$ cat src/rtl/e1fa_pkg.sv
package e1fa_pkg;

  typedef enum logic [2:0] {
    ST_SEARCH  = 3'd0,
    ST_NFAS1   = 3'd1,
    ST_FAS3    = 3'd2,
    ST_HOLD    = 3'd3,
    ST_CS_NFAS = 3'd4,
    ST_CS_FAS  = 3'd5,
    ST_LOCK    = 3'd6
  } fa_state_e;

  // bits 2..8 of the alignment byte, bit 2 in the MSB
  localparam logic [6:0] ALIGN_WORD = 7'b0011011;

endpackage

$ cat src/rtl/e1fa_window.sv
module e1fa_window #(
  parameter int          TS_BITS = 8,
  parameter logic [6:0]  PATTERN = e1fa_pkg::ALIGN_WORD
) (
  input  logic clk,
  input  logic rst,
  input  logic bit_vld,
  input  logic bit_in,
  output logic word_hit,
  output logic mark_hit
);

  localparam int HW = TS_BITS - 1;

  logic [HW-1:0] hist;
  logic [HW:0]   win;

  // win[HW] is the oldest bit (bit 1), win[0] the bit arriving now
  assign win      = {hist, bit_in};
  assign word_hit = (win[HW-1:0] == PATTERN);
  assign mark_hit = win[HW-1];

  always_ff @(posedge clk) begin
    if (rst)          hist <= '1;
    else if (bit_vld) hist <= win[HW-1:0];
  end

endmodule

$ cat src/rtl/e1fa_bitpos.sv
module e1fa_bitpos #(
  parameter int FRAME_BITS = 256,
  parameter int LOAD_POS   = 7,
  parameter int EVAL_POS   = 7,
  localparam int POS_W     = $clog2(FRAME_BITS)
) (
  input  logic             clk,
  input  logic             rst,
  input  logic             bit_vld,
  input  logic             load,
  output logic [POS_W-1:0] pos,
  output logic             eval_now,
  output logic             wrap_now
);

  logic [POS_W-1:0] nxt;

  always_comb begin
    if (pos == POS_W'(FRAME_BITS - 1)) nxt = '0;
    else                               nxt = pos + 1'b1;
  end

  assign eval_now = (nxt == POS_W'(EVAL_POS));
  assign wrap_now = (nxt == '0);

  always_ff @(posedge clk) begin
    if (rst)          pos <= '0;
    else if (bit_vld) pos <= load ? POS_W'(LOAD_POS) : nxt;
  end

  AST_POS_HOLD: assert property (@(posedge clk) disable iff (rst)
    (!$past(rst) && !$past(bit_vld)) |-> $stable(pos));

endmodule

$ cat src/rtl/e1fa_ctrl.sv
module e1fa_ctrl
  import e1fa_pkg::*;
(
  input  logic clk,
  input  logic rst,
  input  logic bit_vld,
  input  logic word_hit,
  input  logic mark_hit,
  input  logic eval_now,
  input  logic wrap_now,
  input  logic alg_sel,
  input  logic chk_en,
  output logic load_pos,
  output logic in_frame,
  output logic frame_start
);

  fa_state_e st, st_nxt;
  logic      alg_q, chk_q;
  fa_state_e mark_fail;

  assign mark_fail = alg_q ? ST_HOLD : ST_SEARCH;
  assign load_pos  = (st == ST_SEARCH) && word_hit;

  always_comb begin
    st_nxt = st;
    unique case (st)
      ST_SEARCH:  if (word_hit) st_nxt = ST_NFAS1;
      ST_NFAS1:   if (eval_now) st_nxt = mark_hit ? ST_FAS3 : mark_fail;
      ST_FAS3:    if (eval_now) st_nxt = word_hit ? (chk_q ? ST_CS_NFAS : ST_LOCK) : ST_SEARCH;
      ST_HOLD:    if (eval_now) st_nxt = ST_SEARCH;
      ST_CS_NFAS: if (eval_now) st_nxt = mark_hit ? ST_CS_FAS : mark_fail;
      ST_CS_FAS:  if (eval_now) st_nxt = word_hit ? ST_LOCK : ST_SEARCH;
      ST_LOCK:    st_nxt = ST_LOCK;
      default:    st_nxt = ST_SEARCH;
    endcase
  end

  always_ff @(posedge clk) begin
    if (rst) begin
      st          <= ST_SEARCH;
      alg_q       <= 1'b0;
      chk_q       <= 1'b0;
      in_frame    <= 1'b0;
      frame_start <= 1'b0;
    end else begin
      if (st == ST_SEARCH) begin
        alg_q <= alg_sel;
        chk_q <= chk_en;
      end
      if (bit_vld) begin
        st       <= st_nxt;
        in_frame <= (st_nxt == ST_LOCK);
      end
      frame_start <= bit_vld && (st == ST_LOCK) && wrap_now;
    end
  end

  AST_LOCK_ENTRY: assert property (@(posedge clk) disable iff (rst)
    $rose(in_frame) |-> (($past(st) == ST_CS_FAS) ||
                         ($past(st) == ST_FAS3 && !$past(chk_q))));
  AST_LOCK_STICKY: assert property (@(posedge clk) disable iff (rst)
    in_frame |=> in_frame);
  AST_HOLD_POLICY: assert property (@(posedge clk) disable iff (rst)
    (st == ST_HOLD) |-> alg_q);
  AST_HOLD_EXIT: assert property (@(posedge clk) disable iff (rst)
    ($past(st) == ST_HOLD && st != ST_HOLD) |-> (st == ST_SEARCH));
  AST_CFG_FROZEN: assert property (@(posedge clk) disable iff (rst)
    (st != ST_SEARCH && $past(st) != ST_SEARCH) |-> ($stable(alg_q) && $stable(chk_q)));
  AST_STROBE_LOCKED: assert property (@(posedge clk) disable iff (rst)
    frame_start |-> in_frame);

endmodule

$ cat src/rtl/e1_frame_align.sv
module e1_frame_align #(
  parameter int FRAME_BITS = 256,
  parameter int TS_BITS    = 8,
  localparam int POS_W     = $clog2(FRAME_BITS),
  localparam int BYTE_END  = TS_BITS - 1
) (
  input  logic             clk,
  input  logic             rst,
  input  logic             bit_vld,
  input  logic             bit_in,
  input  logic             alg_sel,
  input  logic             chk_en,
  output logic             in_frame,
  output logic             frame_start,
  output logic [POS_W-1:0] bit_pos
);

  logic word_hit, mark_hit, eval_now, wrap_now, load_pos;

  e1fa_window #(.TS_BITS(TS_BITS)) u_window (
    .clk      (clk),
    .rst      (rst),
    .bit_vld  (bit_vld),
    .bit_in   (bit_in),
    .word_hit (word_hit),
    .mark_hit (mark_hit)
  );

  e1fa_bitpos #(
    .FRAME_BITS (FRAME_BITS),
    .LOAD_POS   (BYTE_END),
    .EVAL_POS   (BYTE_END)
  ) u_bitpos (
    .clk      (clk),
    .rst      (rst),
    .bit_vld  (bit_vld),
    .load     (load_pos),
    .pos      (bit_pos),
    .eval_now (eval_now),
    .wrap_now (wrap_now)
  );

  e1fa_ctrl u_ctrl (
    .clk         (clk),
    .rst         (rst),
    .bit_vld     (bit_vld),
    .word_hit    (word_hit),
    .mark_hit    (mark_hit),
    .eval_now    (eval_now),
    .wrap_now    (wrap_now),
    .alg_sel     (alg_sel),
    .chk_en      (chk_en),
    .load_pos    (load_pos),
    .in_frame    (in_frame),
    .frame_start (frame_start)
  );

  AST_STROBE_AT_ZERO: assert property (@(posedge clk) disable iff (rst)
    frame_start |-> (bit_pos == '0));

endmodule

$ cat config.mk
export PLATFORM = sky130hd
export DESIGN_NAME = e1_frame_align
export DESIGN_NICKNAME = d
export VERILOG_FILES = /design/src/rtl/e1fa_pkg.sv /design/src/rtl/e1fa_window.sv /design/src/rtl/e1fa_bitpos.sv /design/src/rtl/e1fa_ctrl.sv /design/src/rtl/e1_frame_align.sv
export SDC_FILE = /design/constraint.sdc
export NUM_CORES = 1
export LEC_CHECK = 0
export BUFFER_PORTS_ARGS = -buffer_cell sky130_fd_sc_hd__buf_2
export CAP_MARGIN = 40
export CORE_MARGIN = 8
export CORE_UTILIZATION = 50
export DETAILED_ROUTE_END_ITERATION = 8
export HOLD_SLACK_MARGIN = 0.03
export PLACE_DENSITY = 0.73
export SLEW_MARGIN = 40
export SYNTH_ARGS = -nofsm -noshare
export SYNTH_HDL_FRONTEND = slang
export SYNTH_SLANG_ARGS = --single-unit
$ cat constraint.sdc
create_clock -name clk -period 2.05 [get_ports clk]
set_input_delay 0.205 -clock clk [delete_from_list [all_inputs] [get_ports clk]]
set_output_delay 0.205 -clock clk [all_outputs]
set_load 0.03 [all_outputs]
======== Word level (Yosys, flattened, before mapping) ========
Cells that the tools add are included.
cells by class
  equal/unequal tests ..................... 10
  add/sub/neg operators ................... 1
  multiplexer cells ....................... 15
  reduce and logical (&&, ||, !) cells .... 5
operator list
  kind                   number
  $mux W3                9
  $pmux W3 S7            1
  $mux W8                2
  $eq A3 B3 Y1 const B   4
  $add A8 B1 Y8 const B  1
  $eq A8 B3 Y1 const B   1
  $eq A8 B8 Y1 const B   1
  $logic_not A8 Y1       1
  $eq A7 B5 Y1 const B   1
  $eq A3 B2 Y1 const B   2
  $mux W2                3
  $eq A3 B1 Y1 const B   1
  $logic_and A1 B1 Y1    3
  $logic_not A3 Y1       1
storage, ports and cells
  input bits .............................. 6
  bits in registers ....................... 21
  output and inout bits ................... 10

======== Depth between registers and ports, before layout ========
Gate-level depths: netlist (run 1).
  depth in word-level cells ............... 6
  depth in mapped cells ................... 8
  depth with buffers taken out ............ 7

======== Cells and area by module ========
Synthesis (run 1) repeated with hierarchy kept, for this count alone.
unflattened totals
  cell total of the unflattened synthesis .. 144
  area, all modules ....................... 1295.0 µm²
modules (own cells, without submodules)
  module       instances  cells each  area each (µm²)
  e1fa_bitpos  1          71          559.3
  e1fa_ctrl    1          52          479.2
  e1fa_window  1          21          256.5

======== Worst setup path before layout (run 1) ========
Ideal clock, no wire load.
  path type ............................... register to register
  start point ............................. reg u_bitpos.pos[1]
  end point ............................... reg u_ctrl.in_frame
  setup time .............................. 0.136 ns
  cell stages (with the launch flop) ...... 9
  arrival ................................. 2.030 ns
  path slack .............................. -0.116 ns
  period minus slack after synthesis ...... 2.166 ns
  data required time ...................... 1.914 ns
  cells stage by stage .................... dfxtp_1 ha_1 buf_2 and3_1 a31o_1 o2111a_2 o21ai_2 a2111oi_0 a211oi_1
on the way
  cells in the longest elaborated chain, start to end .. 6
ends and longest elaborated chain
  what                                           line                                  RTL
  start: declaration                             e1fa_bitpos.sv:11                     output logic [POS_W-1:0] pos,
  start signal: assignment                       e1fa_bitpos.sv:28                     else if (bit_vld) pos <= load ? POS_W'(LOAD_POS) : nxt;
  $add A8 B1 Y8 or $eq A8 B8 Y1 (tied branches)  e1fa_bitpos.sv:20, e1fa_bitpos.sv:19
  $mux W8 (*)                                    e1fa_bitpos.sv:19                     if (pos == POS_W'(FRAME_BITS - 1)) nxt = '0;
  $eq A8 B3 Y1 (*)                               e1fa_bitpos.sv:23                     assign eval_now = (nxt == POS_W'(EVAL_POS));
  $mux W3 (on tied branches)                     -
  $pmux W3 S7 (*)                                e1fa_ctrl.sv:27                       unique case (st)
  $eq A3 B3 Y1 (*)                               e1fa_ctrl.sv:53                       in_frame <= (st_nxt == ST_LOCK);
  end signal: assignment                         e1fa_ctrl.sv:53
  end: declaration                               e1fa_ctrl.sv:14                       output logic in_frame,
Mark *: on every way between the ends. The rest lies on a longest branch, timed or not.
A chain may end at the register's enable or synchronous reset.

======== Worst setup path in the final report (run 1) ========
  start point ............................. reg u_bitpos.pos[1]
  end point ............................... reg u_ctrl.st[1]
on the way
  cells in the longest elaborated chain, start to end .. 5
ends and longest elaborated chain
  what                                           line                                  RTL
  $add A8 B1 Y8 or $eq A8 B8 Y1 (tied branches)  e1fa_bitpos.sv:20, e1fa_bitpos.sv:19
  $mux W8 (*)                                    e1fa_bitpos.sv:19
  $eq A8 B3 Y1 (*)                               e1fa_bitpos.sv:23
  $mux W3 (on tied branches)                     -
  $pmux W3 S7 (*)                                e1fa_ctrl.sv:27
  end signal: assignment                         e1fa_ctrl.sv:52                       st <= st_nxt;
  end: declaration                               e1fa_ctrl.sv:18                       fa_state_e st, st_nxt;
Marked as above.

==> impl_metrics.tcl, run 1 <==
set metrics [dict create \
    cts_tree "yes" \
    cts-resized-gates 0 \
    cts_setup_buffers 0 \
    die_area_um2 4540 \
    final_cell_mix "dfxtp_1, nand2_1, buf_2" \
    fillers 212 \
    synth_seq_cells 21 \
    end_kind "flop" \
    critical_path.top_delay_family "compound AO/OA/AOI/OAI gates" \
    ys.flop_type "dfxtp_1" \
    portBuffers 15 \
    place_area_um2 1400 \
    nNetsFinal 176 \
    crit_path_max_fanout 9 \
    cts_sinks 21 \
    cap_violations 0 \
    routed_wl_um 2990 \
    dr_total_vias 1221 \
    clk_latency_ns 0.30 \
    ir_drop_uv 456 \
    routedWlPerCell_um 15.2 \
    crit_type "flop to flop" \
    stdcell_area_um2 1430 \
    power.total_mw 0.752 \
    drv_slew 0 \
    grt_pass1_wl_um 5040 \
    core_area_um2 2500 \
    synth_area_um2 1320 \
    grtUsageTotal_pct 13.9 \
    synth_top_area_share_pct 31.8 \
    power_density_nw_per_um2 525 \
    hold_viol_final 0 \
    hold_ws_ns 0.121 \
    max_slew.worst_pin.slew_ns 0.425 \
    min_period_over_period_pct 95.9 \
    synthCells 154 \
    layout_commonest_cell "dfxtp_1" \
    layout-drive-gt1-share_pct 24.7 \
    crit_path_max_incr_delay_ns 0.42 \
    async_flop_share_pct 0 \
    p_leak_nw 0.571 \
    syn_avg_cell_area_um2 8.58 \
    synth_cell_types 56 \
    dr.pass1.iters 4 \
    synth-seq-area-share_pct 31.8 \
    clockBufferDepth 2 \
    max_freq_mhz 509 \
    drt_iter0_drc 51 \
    overflow 0 \
    finalSetupViolations 0 \
    gp_congestion 0.915 \
    diodes 0 \
    fin_util_pct 57.3 \
    slew_headroom_pct 70.9 \
    hold_class "primary input to flop" \
    start_kind "flop" \
    start_util_pct 52.9 \
    yosysTopAreaCell "dfxtp_1" \
    clkSlewWorstSetupHoldPaths_ns 0.12 \
    syn_nets 163 \
    syn_to_final_growth_pct 8.43 \
    antenna_found_initial 0 \
    hold_buffers 0 \
    min_period_ns 1.97 \
    htreeDepth 1 \
    critical_path.cell_chain "ha_1 > and3_1 > a31o_1 > o2111a_2 > o21ai_2 > a2111oi_0 > a211oi_1" \
    dp_hpwl_um 2120 \
    finClkSkew_ns 0.00266 \
    cp_data_arrival_time_ns 2.16 \
    row_count 18 \
    antenna_left 0 \
    dpl_worst_slack_ns 0.0662 \
    cts_root_buf "clkbuf_4" \
    die_x_um 67.4 \
    grt_pass1_vias 1141 \
    route.detailed.drc 0 \
    viasPerCell 6.23 \
    grt_max_degree 16 \
    synth_edf_count 0 \
    setup_ws_ns 0.0838 \
    die_h_um 67.4 \
    slowest_stage "dfxtp_2" \
    cp_num_buf_inv 0 \
    crit_required_ns 2.24 \
    synth_warnings 0 \
    io_pins 16 \
    synthTopCellsByArea "dfxtp_1, mux2i_1, nand2_1" \
    cts_buffers 3 \
    status "finished, final reports clean" \
]
[cell families (layout without fill, tap and decap cells)]
kind of cell	Yosys count	after routing	synth area share, %
AO/OA/AOI/OAI	42	42	24.7
XOR/XNOR	2	2	1.33
adder cells (fa/ha/maj)	3	3	2.84
buffers and inverters	20	32	8.14
flip-flops	21	21	31.8
multiplexers	7	7	5.30
AND/OR/NAND/NOR	59	59	25.9
[where the power goes]
| group | switching (mW) | total [mW] | internal (mW) |
|---|---|---|---|
| Combinational | 0.0661 | 0.109 | 0.0433 |
| Clock | 0.129 | 0.205 | 0.0759 |
| Sequential | 0.0170 | 0.438 | 0.421 |
[stage by stage]
step | cells | TNS, ns
finish | 196 | 0
global route | 196 | -0.00778
CTS | 196 | 0
detailed placement | 192 | 0
global placement | 192 | 0
floorplan | 154 | 0
[registers in the layout, indices dropped and copies added (netlist names)]
signal / flops
u_ctrl.chk_q: 1
u_ctrl.st: 3
u_window.hist: 6
u_ctrl.frame_start: 1
u_ctrl.alg_q: 1
u_ctrl.in_frame: 1
u_bitpos.pos: 8
[worst register-to-register path, stage by stage, from the launching register on]
cell,delay (ns)
dfxtp_2,0.42
ha_1,0.23
and3_1,0.23
a31o_1,0.19
o2111a_2,0.24
o21ai_2,0.10
a2111oi_0,0.37
a211oi_1,0.07
[metal layers]
metal	share of wire, %	up-vias	track usage (%)
met1	46	571	17.5
met3	5.1	6	2.48
li1	-	599	-
met4	2.0	0	6.27
met5	0	-	0
met2	47	45	22.7
[synthesized netlist by cell type, types with 3 or more instances]
cell type,count
nand2_1,15
nor3_1,4
ha_1,3
a2111oi_0,3
a211oi_1,3
and3_1,3
nor2_1,13
inv_1,7
a311oi_1,4
clkbuf_1,5
dfxtp_1,21
mux2i_1,7
buf_6,3
o21ai_1,3
o211ai_1,3
a21oi_1,7
nand2b_1,3
nand4_1,3
[cell type report]
cell class | count | area (um^2) | area share, %
clock buffer | 4 | 26.3 | 1.83
sequential | 21 | 427 | 29.8
timing repair buffer | 20 | 113 | 7.86
tap | 30 | 37.5 | 2.62
multi-input combinational | 113 | 800 | 55.8
inverter | 8 | 30.0 | 2.10
[final timing paths]
check | endpoint | cells past startpoint | from | slack (ns)
worst max-delay path | u_ctrl.st[1]$_SDFFE_PP0P_ | 7 | u_bitpos.pos[1]$_SDFFE_PP0P_ | 0.08
worst max register to register | u_ctrl.st[1]$_SDFFE_PP0P_ | 7 | u_bitpos.pos[1]$_SDFFE_PP0P_ | 0.08
worst min-delay path | u_window.hist[0]$_SDFFE_PP1P_ | 3 | bit_in | 0.12
worst min register to register | u_ctrl.chk_q$_SDFFE_PP0P_ | 2 | u_ctrl.chk_q$_SDFFE_PP0P_ | 0.51
Power figures use the tool's default switching activity.
==> run 2: changes to the inputs <==
--- a/config.mk
+++ b/config.mk
@@ -11,7 +11,7 @@
 export CORE_UTILIZATION = 50
 export DETAILED_ROUTE_END_ITERATION = 8
 export HOLD_SLACK_MARGIN = 0.03
-export PLACE_DENSITY = 0.73
+export PLACE_DENSITY_LB_ADDON = 0.1
 export SLEW_MARGIN = 40
 export SYNTH_ARGS = -nofsm -noshare
 export SYNTH_HDL_FRONTEND = slang
==> run 2 against run 1 <==
Net effect: final cell count grew 1.5%; sequential cell count is the same; core utilization grew 1.6 points; largest cell class unchanged.
==> impl_metrics.tcl, run 2 (synthesized netlist as in run 1, its figures left out) <==
set metrics [dict create \
    dr.pass1.iters 4 \
    grtUsageTotal_pct 14.6 \
    grt_max_degree 16 \
    portBuffers 15 \
    cts_sinks 21 \
    critical_path.cell_chain "ha_1 > a311oi_2 > a31o_1 > o2111a_2 > o21ai_2 > a2111oi_2 > a211oi_1" \
    drt_iter0_drc 78 \
    drv_slew 0 \
    fin_util_pct 58.9 \
    max_freq_mhz 512 \
    setup_tns_ns 0 \
    min_period_over_period_pct 95.3 \
    fillers 247 \
    core_area_um2 2500 \
    biggestRegsByFlops "u_bitpos.pos: 8 flops, u_window.hist: 6 flops, u_ctrl.st: 3 flops" \
    overflow 0 \
    regMostFlops "u_bitpos.pos" \
    die_area_um2 4540 \
    cts_buffers 3 \
    antenna_found_initial 0 \
    die_x_um 67.4 \
    power_density_nw_per_um2 520 \
    route.detailed.drc 0 \
    die_h_um 67.4 \
    crit_path_max_fanout 8 \
    largest_reg_flops 8 \
    cts_setup_buffers 0 \
    cts_root_buf "clkbuf_4" \
    slew_headroom_pct 75.1 \
    slowest_stage "dfxtp_2" \
    setup_ws_ns 0.0966 \
    start_kind "flop" \
    dp_hpwl_um 2160 \
    end_kind "flop" \
    start_util_pct 52.9 \
    grt_pass1_vias 1111 \
    cp_num_buf_inv 0 \
    rsz0062_at_grt "no" \
    stdcell_area_um2 1470 \
    clk_latency_ns 0.31 \
    cp_data_arrival_time_ns 2.16 \
    finClkSkew_ns 0.00403 \
    finalSetupViolations 0 \
    ir_drop_uv 412 \
    diodes 0 \
    dr_total_vias 1217 \
    grt_pass1_wl_um 5180 \
    p_leak_nw 0.591 \
    viasPerCell 6.12 \
    routed_wl_um 3070 \
    clkSlewWorstSetupHoldPaths_ns 0.13 \
    cap_violations 0 \
    syn_to_final_growth_pct 11.5 \
    max_slew.worst_pin.slew_ns 0.365 \
    htreeDepth 1 \
    clockBufferDepth 2 \
    status "finished, final reports clean" \
    crit_type "flop to flop" \
    io_pins 16 \
    gp_congestion 0.875 \
    antenna_left 0 \
    crit_path_max_incr_delay_ns 0.38 \
    nNetsFinal 179 \
    critical_path.top_delay_family "compound AO/OA/AOI/OAI gates" \
    min_period_ns 1.95 \
    place_area_um2 1420 \
    hold_buffers 0 \
    crit_required_ns 2.25 \
    dpl_worst_slack_ns 0.0931 \
    hold_class "primary input to flop" \
    row_count 18 \
    hold_viol_final 0 \
    cts_tree "yes" \
    layout_commonest_cell "dfxtp_1" \
    final_cell_mix "dfxtp_1, nand2_1, buf_2" \
    layout-drive-gt1-share_pct 27.2 \
    routedWlPerCell_um 15.4 \
]
-- run 2: cell types whose count changed in the layout (fill, tap and decap cells not counted), sizes merged --
| cell | change |
|---|---|
| buf | +3 |
| clkbuf | -1 |
| clkinv | +1 |
-- run 2: metal layers --
metal  up-vias  global-route usage (%)  part of all wire [%]
met4         0                    6.79                   2.0
met2        22                    23.4                    47
li1        607                       -                     -
met5         -                       0                     0
met3         7                    3.31                   4.3
met1       581                    18.1                    46
-- run 2: cell type report --
| class | count | area (um^2) | share of cell area [%] |
|---|---|---|---|
| Clock buffer | 3 | 22.5 | 1.53 |
| Clock inverter | 1 | 5.00 | 0.340 |
| Inverter | 8 | 30.0 | 2.04 |
| Multi-Input combinational cell | 113 | 818 | 55.6 |
| Sequential cell | 21 | 424 | 28.8 |
| Tap cell | 30 | 37.5 | 2.55 |
| Timing Repair Buffer | 23 | 135 | 9.18 |
-- run 2: power breakdown --
part           internal [mW]  switching (mW)
Combinational         0.0472          0.0699
Sequential             0.421          0.0143
Clock                 0.0730           0.140
Total                  0.541           0.224
-- run 2: tightest hold or removal path, delay by kind of cell --
kind / cells / cell delay [ns]
buffers and inverters: 1 / 0.08
and+or+nand+nor: 1 / 0.07
muxes: 1 / 0.05
-- run 2: path summary, 6_finish.rpt --
check | startpoint | end | slack (ns) | depth (start not counted)
setup reg to reg | u_bitpos.pos[0]$_SDFFE_PP0P_ | u_ctrl.in_frame$_SDFFE_PP0P_ | 0.1 | 7
hold / removal | chk_en | u_ctrl.chk_q$_SDFFE_PP0P_ | 0.12 | 3
hold reg to reg | u_window.hist[2]$_SDFFE_PP1P_ | u_window.hist[2]$_SDFFE_PP1P_ | 0.51 | 2
setup / recovery | u_bitpos.pos[0]$_SDFFE_PP0P_ | u_ctrl.in_frame$_SDFFE_PP0P_ | 0.1 | 7
-- run 2: metrics by stage --
| step | instances | power, mW | hold slack, ns |
|---|---|---|---|
| after floorplan | 154 | 0.521 | 0.276 |
| after global placement | 195 | 0.554 | 0.437 |
| after detailed placement | 195 | 0.557 | 0.454 |
| after CTS | 199 | 0.763 | 0.123 |
| after global routing | 199 | 0.796 | 0.140 |
| final | 199 | 0.765 | 0.124 |
-- run 2: repair_timing --
action,in CTS,in global routing
setup endpoints to repair,0,4
gates resized for setup,0,7
endpoints found under the hold margin,0,0
